===== src/rtl/vbi_anc_pkg.sv =====
// Shared constants and helpers for the ancillary packet formatter.
// Assumes a 10-bit luma bus where header bytes occupy bits 9:2.
package vbi_anc_pkg;

    localparam logic [9:0] LEAD_LO  = 10'h000;
    localparam logic [9:0] LEAD_HI  = 10'h3FF;
    localparam logic [9:0] RAW_MARK = 10'h180;
    localparam int         NW       = 6;   // width of the word-count field
    localparam int         TW       = 16;  // width used for byte arithmetic

    // Builds a header byte: value in 5:0, even parity in 6, its inverse in 7
    function automatic logic [7:0] par_byte(input logic [5:0] v);
        return {~(^v), ^v, v};
    endfunction

endpackage


===== src/rtl/vbi_pay_buf.sv =====
// Staging buffer for one line of payload.
// Appends entries in order, up to MAX_PAY, until cleared.
// Reads are combinational by address. Writes past the limit are dropped.
module vbi_pay_buf #(
    parameter int MAX_PAY = 64,
    parameter int DW      = 10,
    localparam int AW     = (MAX_PAY > 1) ? $clog2(MAX_PAY) : 1,
    localparam int CW     = $clog2(MAX_PAY + 1)
) (
    input  logic          clk,
    input  logic          rst_n,
    input  logic          wr_en,
    input  logic [DW-1:0] wr_data,
    input  logic          clr,
    input  logic [AW-1:0] rd_addr,
    output logic [DW-1:0] rd_data,
    output logic [CW-1:0] count
);

    logic [DW-1:0] mem [MAX_PAY];
    logic          room;

    assign room    = count < CW'(MAX_PAY);
    assign rd_data = mem[rd_addr];

    // Fill level: clears at end of packet, grows on each accepted write
    always_ff @(posedge clk) begin
        if (!rst_n)            count <= '0;
        else if (clr)          count <= '0;
        else if (wr_en && room) count <= count + 1'b1;
    end

    // Storage write at the current fill position
    always_ff @(posedge clk) begin
        if (wr_en && room && !clr) mem[count[AW-1:0]] <= wr_data;
    end

    a_r9_count_bound: assert property (@(posedge clk) disable iff (!rst_n)
        count <= CW'(MAX_PAY));

    a_r9_full_hold: assert property (@(posedge clk) disable iff (!rst_n)
        (count == CW'(MAX_PAY) && !clr) |=> count == CW'(MAX_PAY));

endmodule


===== src/rtl/vbi_pkt_fifo.sv =====
// Byte FIFO that holds formatted packets for host retrieval.
// DEPTH must be a power of two. The output is show-ahead.
// The writer guarantees room, because admission is decided per packet upstream.
module vbi_pkt_fifo #(
    parameter int DEPTH = 512,
    localparam int AW   = $clog2(DEPTH),
    localparam int CW   = AW + 1
) (
    input  logic          clk,
    input  logic          rst_n,
    input  logic          wr_en,
    input  logic [7:0]    wr_byte,
    input  logic          rd_en,
    output logic [7:0]    rd_byte,
    output logic          empty,
    output logic [CW-1:0] count,
    output logic [CW-1:0] free
);

    logic [7:0]    mem [DEPTH];
    logic [AW-1:0] wp, rp;
    logic          rd_ok, wr_ok;

    assign empty   = (count == '0);
    assign free    = CW'(DEPTH) - count;
    assign rd_ok   = rd_en && !empty;
    assign wr_ok   = wr_en && (count < CW'(DEPTH));
    assign rd_byte = mem[rp];

    // Pointer and occupancy update
    always_ff @(posedge clk) begin
        if (!rst_n) begin
            wp <= '0; rp <= '0; count <= '0;
        end else begin
            if (wr_ok) wp <= wp + 1'b1;
            if (rd_ok) rp <= rp + 1'b1;
            count <= count + CW'(wr_ok) - CW'(rd_ok);
        end
    end

    // Storage write
    always_ff @(posedge clk) begin
        if (wr_ok) mem[wp] <= wr_byte;
    end

    a_r8_no_overflow: assert property (@(posedge clk) disable iff (!rst_n)
        wr_en |-> (count < CW'(DEPTH)));

    a_r7_count_step: assert property (@(posedge clk) disable iff (!rst_n)
        (!wr_en && !rd_en) |=> $stable(count));

endmodule


===== src/rtl/vbi_pkt_seq.sv =====
// Packet sequencer.
// Captures the header at start and walks a word index, emitting one word per
// cycle when hblank is high. Builds the checksum on the fly and mirrors sliced
// bytes into the FIFO when the packet was admitted.
// Assumes MAX_PAY keeps the word count within six bits.
module vbi_pkt_seq
    import vbi_anc_pkg::*;
#(
    parameter int MAX_PAY    = 64,
    parameter int FIFO_DEPTH = 512,
    localparam int AW  = (MAX_PAY > 1) ? $clog2(MAX_PAY) : 1,
    localparam int CW  = $clog2(MAX_PAY + 1),
    localparam int FCW = $clog2(FIFO_DEPTH) + 1,
    localparam int IW  = $clog2(MAX_PAY + 16)
) (
    input  logic           clk,
    input  logic           rst_n,
    input  logic           start,
    input  logic           raw,
    input  logic [5:0]     did,
    input  logic [5:0]     sdid,
    input  logic [9:0]     line,
    input  logic           err,
    input  logic           m1,
    input  logic           m2,
    input  logic           hblank,
    input  logic [CW-1:0]  pay_len,
    input  logic [9:0]     pay_data,
    input  logic [FCW-1:0] fifo_free,
    output logic [AW-1:0]  pay_addr,
    output logic           pay_clr,
    output logic           busy,
    output logic [9:0]     y_out,
    output logic           y_valid,
    output logic           fifo_wr,
    output logic [7:0]     fifo_byte,
    output logic           ovf
);

    logic          raw_q, err_q, m1_q, m2_q, keep_q, hdr_q;
    logic [5:0]    did_q, sdid_q;
    logic [9:0]    line_q;
    logic [IW-1:0] len_q, idx_q, last_q;
    logic [NW-1:0] nn_q;
    logic [7:0]    sum_q, byte_v;
    logic [9:0]    word;
    logic [IW-1:0] pay_off;
    logic          in_sum, is_hdr, step, accept, at_last;
    logic [TW-1:0] nn_t, need_t, last_t;

    assign step    = busy && hblank;
    assign accept  = start && !busy;
    assign at_last = (idx_q == last_q);
    assign pay_clr = step && at_last;
    assign fifo_wr = step && keep_q && !raw_q;
    assign fifo_byte = word[9:2];

    // Sizing of the packet about to start
    always_comb begin
        nn_t   = (TW'(pay_len) + TW'(6)) >> 2;
        need_t = TW'(6) + (nn_t << 2);
        last_t = raw ? (TW'(3) + TW'(pay_len)) : (TW'(5) + (nn_t << 2));
    end

    // Word selection for the current index
    always_comb begin
        byte_v  = 8'h00;
        in_sum  = 1'b0;
        is_hdr  = 1'b0;
        pay_off = idx_q - (raw_q ? IW'(4) : IW'(8));
        if (idx_q < IW'(3)) begin
            word = (idx_q == '0) ? LEAD_LO : LEAD_HI;
        end else if (raw_q) begin
            word = (idx_q == IW'(3)) ? RAW_MARK : pay_data;
        end else begin
            case (idx_q)
                IW'(3): byte_v = par_byte(did_q);
                IW'(4): byte_v = par_byte(sdid_q);
                IW'(5): byte_v = par_byte(nn_q);
                IW'(6): byte_v = line_q[7:0];
                IW'(7): byte_v = {3'b000, err_q, m1_q, m2_q, line_q[9:8]};
                default: begin
                    if (idx_q < IW'(8) + len_q)       byte_v = pay_data[7:0];
                    else if (idx_q == IW'(8) + len_q) byte_v = sum_q;
                    else                               byte_v = 8'h00;
                end
            endcase
            in_sum = idx_q < IW'(8) + len_q;
            is_hdr = idx_q < IW'(6);
            word   = {byte_v, 2'b00};
        end
    end

    assign pay_addr = pay_off[AW-1:0];

    // Header capture at an accepted start
    always_ff @(posedge clk) begin
        if (!rst_n) begin
            raw_q <= 1'b0; did_q <= '0; sdid_q <= '0; line_q <= '0;
            err_q <= 1'b0; m1_q <= 1'b0; m2_q <= 1'b0;
            len_q <= '0; nn_q <= '0; last_q <= '0; keep_q <= 1'b0;
        end else if (accept) begin
            raw_q  <= raw;   did_q <= did;  sdid_q <= sdid; line_q <= line;
            err_q  <= err;   m1_q  <= m1;   m2_q   <= m2;
            len_q  <= IW'(pay_len);
            nn_q   <= nn_t[NW-1:0];
            last_q <= last_t[IW-1:0];
            keep_q <= !raw && (TW'(fifo_free) >= need_t);
        end
    end

    // Sticky drop flag for packets that did not fit
    always_ff @(posedge clk) begin
        if (!rst_n)                                       ovf <= 1'b0;
        else if (accept && !raw && TW'(fifo_free) < need_t) ovf <= 1'b1;
    end

    // Walk through the packet and drive the registered luma bus
    always_ff @(posedge clk) begin
        if (!rst_n) begin
            busy <= 1'b0; idx_q <= '0; sum_q <= '0;
            y_out <= '0; y_valid <= 1'b0; hdr_q <= 1'b0;
        end else begin
            if (accept) begin
                busy <= 1'b1; idx_q <= '0; sum_q <= '0;
            end
            if (step) begin
                y_out   <= word;
                y_valid <= 1'b1;
                hdr_q   <= is_hdr && !raw_q && (idx_q >= IW'(3));
                idx_q   <= idx_q + 1'b1;
                if (!raw_q && in_sum && idx_q >= IW'(3)) sum_q <= sum_q + byte_v;
                if (at_last) busy <= 1'b0;
            end else begin
                y_out   <= '0;
                y_valid <= 1'b0;
                hdr_q   <= 1'b0;
            end
        end
    end

    a_r5_valid_after_hblank: assert property (@(posedge clk) disable iff (!rst_n)
        y_valid |-> $past(hblank));

    a_r5_quiet_bus: assert property (@(posedge clk) disable iff (!rst_n)
        !y_valid |-> (y_out == '0));

    a_r2_parity: assert property (@(posedge clk) disable iff (!rst_n)
        hdr_q |-> (y_out[8] == ^y_out[7:2]) && (y_out[9] != y_out[8]) && (y_out[1:0] == 2'b00));

    a_r5_last_word: assert property (@(posedge clk) disable iff (!rst_n)
        $fell(busy) |-> y_valid);

    a_r8_ovf_cause: assert property (@(posedge clk) disable iff (!rst_n)
        $rose(ovf) |-> $past(start));

endmodule


===== src/rtl/vbi_anc_formatter.sv =====
// Top level of the ancillary packet formatter.
// Connects the payload staging buffer, the packet sequencer and the packet FIFO.
// Payload writes are accepted only while idle and not in a start cycle.
module vbi_anc_formatter #(
    parameter int MAX_PAY    = 64,
    parameter int FIFO_DEPTH = 512,
    localparam int AW  = (MAX_PAY > 1) ? $clog2(MAX_PAY) : 1,
    localparam int CW  = $clog2(MAX_PAY + 1),
    localparam int FCW = $clog2(FIFO_DEPTH) + 1
) (
    input  logic           clk,
    input  logic           rst_n,
    input  logic           pay_wr,
    input  logic [9:0]     pay_data,
    input  logic           start,
    input  logic           start_raw,
    input  logic [5:0]     hdr_did,
    input  logic [5:0]     hdr_sdid,
    input  logic [9:0]     hdr_line,
    input  logic           hdr_err,
    input  logic           hdr_match1,
    input  logic           hdr_match2,
    input  logic           hblank,
    output logic [9:0]     y_out,
    output logic           y_valid,
    output logic           busy,
    input  logic           fifo_rd,
    output logic [7:0]     fifo_data,
    output logic           fifo_empty,
    output logic [FCW-1:0] fifo_count,
    output logic           fifo_ovf
);

    logic           buf_wr, buf_clr, f_wr;
    logic [AW-1:0]  buf_addr;
    logic [9:0]     buf_data;
    logic [CW-1:0]  buf_count;
    logic [7:0]     f_byte;
    logic [FCW-1:0] f_free;

    assign buf_wr = pay_wr && !busy && !start;

    vbi_pay_buf #(.MAX_PAY(MAX_PAY), .DW(10)) i_buf (
        .clk(clk), .rst_n(rst_n), .wr_en(buf_wr), .wr_data(pay_data),
        .clr(buf_clr), .rd_addr(buf_addr), .rd_data(buf_data), .count(buf_count)
    );

    vbi_pkt_seq #(.MAX_PAY(MAX_PAY), .FIFO_DEPTH(FIFO_DEPTH)) i_seq (
        .clk(clk), .rst_n(rst_n), .start(start), .raw(start_raw),
        .did(hdr_did), .sdid(hdr_sdid), .line(hdr_line),
        .err(hdr_err), .m1(hdr_match1), .m2(hdr_match2), .hblank(hblank),
        .pay_len(buf_count), .pay_data(buf_data), .fifo_free(f_free),
        .pay_addr(buf_addr), .pay_clr(buf_clr), .busy(busy),
        .y_out(y_out), .y_valid(y_valid), .fifo_wr(f_wr), .fifo_byte(f_byte),
        .ovf(fifo_ovf)
    );

    vbi_pkt_fifo #(.DEPTH(FIFO_DEPTH)) i_fifo (
        .clk(clk), .rst_n(rst_n), .wr_en(f_wr), .wr_byte(f_byte),
        .rd_en(fifo_rd), .rd_byte(fifo_data), .empty(fifo_empty),
        .count(fifo_count), .free(f_free)
    );

    a_r9_busy_blocks_payload: assert property (@(posedge clk) disable iff (!rst_n)
        (busy && !buf_clr) |=> $stable(buf_count));

    a_r6_raw_no_fifo: assert property (@(posedge clk) disable iff (!rst_n)
        (start && !busy && start_raw) |=> !f_wr);

endmodule


===== config.mk =====
export PLATFORM = sky130hd
export DESIGN_NAME = vbi_anc_formatter
export DESIGN_NICKNAME = d
export VERILOG_FILES = /design/src/rtl/vbi_anc_pkg.sv /design/src/rtl/vbi_pay_buf.sv /design/src/rtl/vbi_pkt_fifo.sv /design/src/rtl/vbi_pkt_seq.sv /design/src/rtl/vbi_anc_formatter.sv
export SDC_FILE = /design/constraint.sdc
export NUM_CORES = 2
export LEC_CHECK = 0
export BUFFER_PORTS_ARGS = -buffer_cell sky130_fd_sc_hd__buf_2
export CAP_MARGIN = 20
export CORE_MARGIN = 3
export CORE_UTILIZATION = 26
export DETAILED_ROUTE_END_ITERATION = 12
export PLACE_DENSITY = 0.51
export SLEW_MARGIN = 20
export SYNTH_ARGS = -nofsm -noshare
export SYNTH_HDL_FRONTEND = slang
export SYNTH_MEMORY_MAX_BITS = 65536
export SYNTH_SLANG_ARGS = --single-unit

===== constraint.sdc =====
create_clock -name clk -period 17 [get_ports clk]
set_clock_uncertainty 0.05 [all_clocks]
set_input_delay 3.4 -clock clk [delete_from_list [all_inputs] [get_ports clk]]
set_output_delay 3.4 -clock clk [all_outputs]
set_load 0.01 [all_outputs]

Word-level counts from Yosys, hierarchy flattened. Memory sizes are Yosys's and may differ from the RTL's. A register that Yosys moved wholly into a read port is not among the register bits. Cells that the tools add are included.

Logic and storage cells: 113. Output and inout bits: 32. Input bits: 42. Bits in writable memories: 4736. Register bits after elaboration: 110. Memories kept: 2.

Memories: i_fifo.mem (depth 512, bits a word 8, rd ports 1, clocked after Yosys merged registers in 1, write ports 1, RTL line vbi_pkt_fifo.sv:20) `logic [7:0] mem [DEPTH];`; i_buf.mem (depth 64, bits a word 10, rd ports 1, clocked after Yosys merged registers in 0, write ports 1, RTL line vbi_pay_buf.sv:20) `logic [DW-1:0] mem [MAX_PAY];`.

Bitwise operators: 4. Add/subtract/negate cells: 14. Reduce and logical (&&, ||, !) cells: 30. Magnitude comparators: 7. Equality and inequality tests: 7. Mux-type cells: 28.

Operators with widths (number): $mux 8 (7); $mux 10 (4); $pmux 8 s5 (1); $eq 7x3->1 const B (4); $mux 7 (3); $add 9x1->9 const B (2); $mux 9 (2); $reduce_xor 6->1 (3); $ge 10x16->1 (1); $logic_and 1x1->1 (16); $lt 10x16->1 (1); $add 7x1->7 const B (2); $eq 7x7->1 (2); $add 10x1->10 (1); $logic_not 10->1 (1); $lt 10x10->1 const B (1); $mux 1 (10); $sub 10x1->10 (1); $sub 10x10->10 const A (1); $add 3x8->9 const A (1); $add 7x3->8 const B (1); $add 8x8->8 (1); $add 2x7->7 const A (1); $add 3x7->7 const A (1); other kinds (14) (22).

Depth between registers and ports, before layout.
Depth after elaboration: 10. Gate-level depth with buffers: 24. Gate-level depth less buffers: 20.

Cells and area by module. A second synthesis with hierarchy kept.

Cells, all modules: 9446. Area, all modules: 191149.6 µm².

Modules (own cells, without submodules): vbi_pkt_fifo (cells each 7536, area each 160918.1 µm², times used 1); vbi_pay_buf (cells each 1337, area each 25401.9 µm², times used 1); vbi_pkt_seq (cells each 572, area each 4817.1 µm², times used 1); vbi_anc_formatter (cells each 1, area each 12.5 µm², times used 1).

Worst setup path after synthesis. No wires, ideal clock.

Path kind: register to register. Start: register i_seq.idx_q[2]. End: memory i_fifo.mem[0][1], data pin. Cell stages (with the launch flop): 11. Setup time: 2.860 ns. Buffers on the path: 2. Data required time: 14.090 ns. Data arrival time: 15.738 ns. Path slack: -1.649 ns. Cell sequence: dfxtp_1 > inv_1 > ha_1 > fa_1 > xor2_2 > buf_4 > buf_2 > mux2i_1 > a32oi_1 > o2111ai_1 > o211ai_1.

Word-level cells in the longest chain between the ends: 6. Elaborated cells between the ends (all ways): 18.

RTL lines: start, declared (RTL line vbi_pkt_seq.sv:43) `logic [IW-1:0] len_q, idx_q, last_q;`; start signal, assigned (RTL line vbi_pkt_seq.sv:131) `idx_q <= idx_q + 1'b1;`; $sub 6x6->6 / $eq 7x7->1 (equally long branches) (RTL line vbi_pkt_seq.sv:70, vbi_pkt_seq.sv:84); $mem_v2 64x10 / $mux 8 (equally long branches); $mux 8 (RTL line vbi_pkt_seq.sv:83) `if (idx_q < IW'(8) + len_q) byte_v = pay_data[7:0];`; $pmux 8 s5 (RTL line vbi_pkt_seq.sv:76) `case (idx_q)`; $mux 10 (RTL line vbi_pkt_seq.sv:73) `end else if (raw_q) begin`; $mux 10 (*) (RTL line vbi_pkt_seq.sv:71) `if (idx_q < IW'(3)) begin`; via f_byte[1] (RTL line vbi_anc_formatter.sv:38) `logic [7:0] f_byte;`; end, declared (RTL line vbi_pkt_fifo.sv:20).

The timed path passes the listed nets; every way through them passes the cells marked *.

==> reports/qor.txt <==
Post-layout nets: 9237
first-pass GRT wire length: 742.1 mm
number of flops mapped to enable cells by yosys: 4736
WL met2: 254.9 mm
Hold Buf Count CTS: 0
Worst Path Arrival: 7.36 ns
Req. time, crit path: 13.55 ns
Remaining Overflow, GRT: 0
top-area cell type share of the netlist area: 74.96%
Worst path max stage delay: 0.91 ns
largest net degree at the start of global routing: 223
Syn-to-layout area delta: 15.10%
I/O pins: 74
Die W: 860.2 um
CORE AREA: 726900 um2
Synth Area in XOR/XNOR: 0.3627%
CTS-repair resized insts: 0
critical path capture point type: primary output
# DRC: 0
HPWL Detailed: 318.9 mm
post-route clock period utilization: 63.58%
Post-synth top cells: 4736 x edfxtp_1, 1340 x mux4_2, 751 x nor2_1
simple-gate share of the synthesized area: 2.759%
syn nets: 8943
Post-synth top flop: edfxtp_1
routability congestion estimate: 0.7877
TritonCTS clock tree: yes
RSZ-0062 raised after global routing: false
Seq/Total Area, Yosys: 76.22%
CTS buffer count: 522
Fmax: 0.09251 GHz
Starting DRT DRC Count: 9768
Placed Instance Area: 201800 um2
worst-margin pin slew: 1.282 ns
post-route setup TNS: 0 ns
clk_lat worst skew: 1.07 ns
flops & latches, synth: 4855
Final Hold Fails: 0
Std-Cell Rows: 313
Post-DRT Antenna Nets: 0
Via density: 4.787
Avg Synthesized Cell Area: 21.47 um2
final std cell area, no fill: 218400 um2
post-synthesis mux area share: 16.97%
Initial Utilization: 26.10%
clock buffer depth: 4
drt total wl: 524.4 mm
routed length per instance: 27.39 um
Worst Path Buf+Inv: 4
Compound-Gate Fraction of Synth Area: 1.736%
die area: 740000 um2
share of layout cells above drive strength 1: 26.10%
Metal-1 WL: 216.4 mm
Final setup viols: 0
area leader, netlist: edfxtp_1
maximum vdd drop: 0.1058 mV
post-synthesis cell type count: 76
First-pass DRT Iterations: 6
slowest stage cell on the critical path: dfxtp_4
die height: 860.2 um
# port buffers: 73
PnR worst setup slack: 6.191 ns
status: completed
top cells by area, synth: edfxtp_1 75%, mux4_2 16%, nor2_1 1.5%
Tmin final: 10.81 ns
gr usage total: 13.77%
asr flop ratio synth: 0%
top layer in use: met5
Syn Std Cell Area: 189700 um2
cells after synthesis: 8836
final count of pins violating max slew: 0
Pleak: 62.55 nW
clk root buf: clkbuf_16
CP cell instances: buf_4 > buf_4 > buf_12 > mux4_2 > mux4_2 > o22ai_1 > nor4_1 > a31oi_1 > nand3b_1 > or4_1 > buf_2
H-tree depth: 6
initial antenna violation count: 22
type of the tightest min-delay check: reg -> reg
crit-path max FO: 110
Slew HR: 12.31%
vias in the first global route: 95490
Worst setup SP type: flop
met3 wire length: 36.04 mm
Yosys warnings: 0
CTS Sinks: 4855
post-CTS setup buffer count: 0
Worst-path clk slew: 0.06 ns
crit path kind: reg -> out
max capacitance violation total: 0
largest family of logic cells by synthesized area: multiplexers
CP top delay family: buffers and inverters
adder-cell share of the synthesized area: 0.4405%
DR vias: 91660
Power Dens Cells: 123.6 nW/um2
dominant cell by count in the synthesized netlist: edfxtp_1
Place WS: 7.033 ns
[layout make-up]
class / instances / area [um2]
clock inverters: 274 / 2476
repair buffers: 293 / 2346
diodes: 8 / 20.02
fillers: 69870 / 508500
inverters: 48 / 188.9
clock buffers: 652 / 13890
well taps: 9607 / 12020
multi-input cells: 3410 / 42800
flip-flops and latches: 4855 / 144600
[power by group]
group	leakage [nW]	total (W)	switching [W]	internal, W
sequential	41.9	0.0133	0.0000492	0.0132
combinational	12.6	0.00275	0.00153	0.00122
clock	7.95	0.0110	0.00473	0.00624
total	62.6	0.0270	0.00631	0.0207
[cell families (layout without fill, tap and decap cells)]
family / after synthesis / in the layout
AOI/OAI and AO/OA: 485 / 485
and+or+nand+nor: 1246 / 1246
buffers and inverters: 571 / 1267
other: 1 / 9
adders and majority gates: 65 / 65
DFF: 4855 / 4855
xor gates and xnor gates: 73 / 73
muxes: 1540 / 1540
[metrics by stage]
stage,util [%],instances,hold slack (ns),power (W)
after floorplan,-,8836,0.3860,0.01559
after global placement,27.74,18200,0.4010,0.01627
after detailed placement,27.76,18200,0.3985,0.01632
after CTS,30.01,19130,0.4139,0.02728
after global routing,30.04,19140,0.4376,0.02790
final,30.04,19150,0.4095,0.02698
[registers in the layout, indices dropped and copies added, names as in the netlist, 7 cells and up, named ones only]
signal,flops
i_seq.last_q,7
i_fifo.count,10
i_seq.line_q,10
i_fifo.wp,9
i_fifo.mem,4096
i_seq.sum_q,8
i_seq.y_out,10
i_buf.count,7
i_seq.len_q,7
i_fifo.rp,9
i_buf.mem,640
i_seq.idx_q,7
[worst register-to-register path, stage by stage, from the launching register on]
cell and delay [ns]:
dfxtp_2 0.61, inv_2 0.16, ha_4 0.75, buf_4 0.83, mux4_2 0.44, mux4_2 0.35
or3_1 0.13, nand4b_1 0.32, o21a_1 0.31, nor3_1 0.36, or3_4 0.79, buf_12 0.46
buf_16 0.42, buf_4 1.02
[path summary, 6_finish.rpt]
| kind | from | endpoint | cells after the start | slack (ns) |
|---|---|---|---|---|
| max | flop | fifo_data[1] | 11 | 6.19 |
| min | i_seq.err_q | i_seq.err_q | 2 | 0.41 |
| max reg2reg | i_seq.idx_q[2] | i_fifo.mem[507][6] | 13 | 9.53 |
| min reg2reg | i_seq.err_q | i_seq.err_q | 2 | 0.41 |
[layer usage]
metal  GRT usage, %  up-vias
li1               -    37450
met1          18.54    49880
met2          22.80     3501
met3          2.410      820
met4          4.150        2
met5              0        -
[cell usage in the layout (no fill, tap or decap), types with 80 or more instances in the layout]
cell type  instances
nor2_1           695
dfxtp_1          109
clkbuf_16        537
mux2i_1          191
clkinv_2          80
clkinv_1         103
clkbuf_1         113
nand2_1          237
buf_4            191
mux4_2          1340
edfxtp_1        4736
a21oi_1          106
No activity file was read; power rests on OpenSTA's default activity.
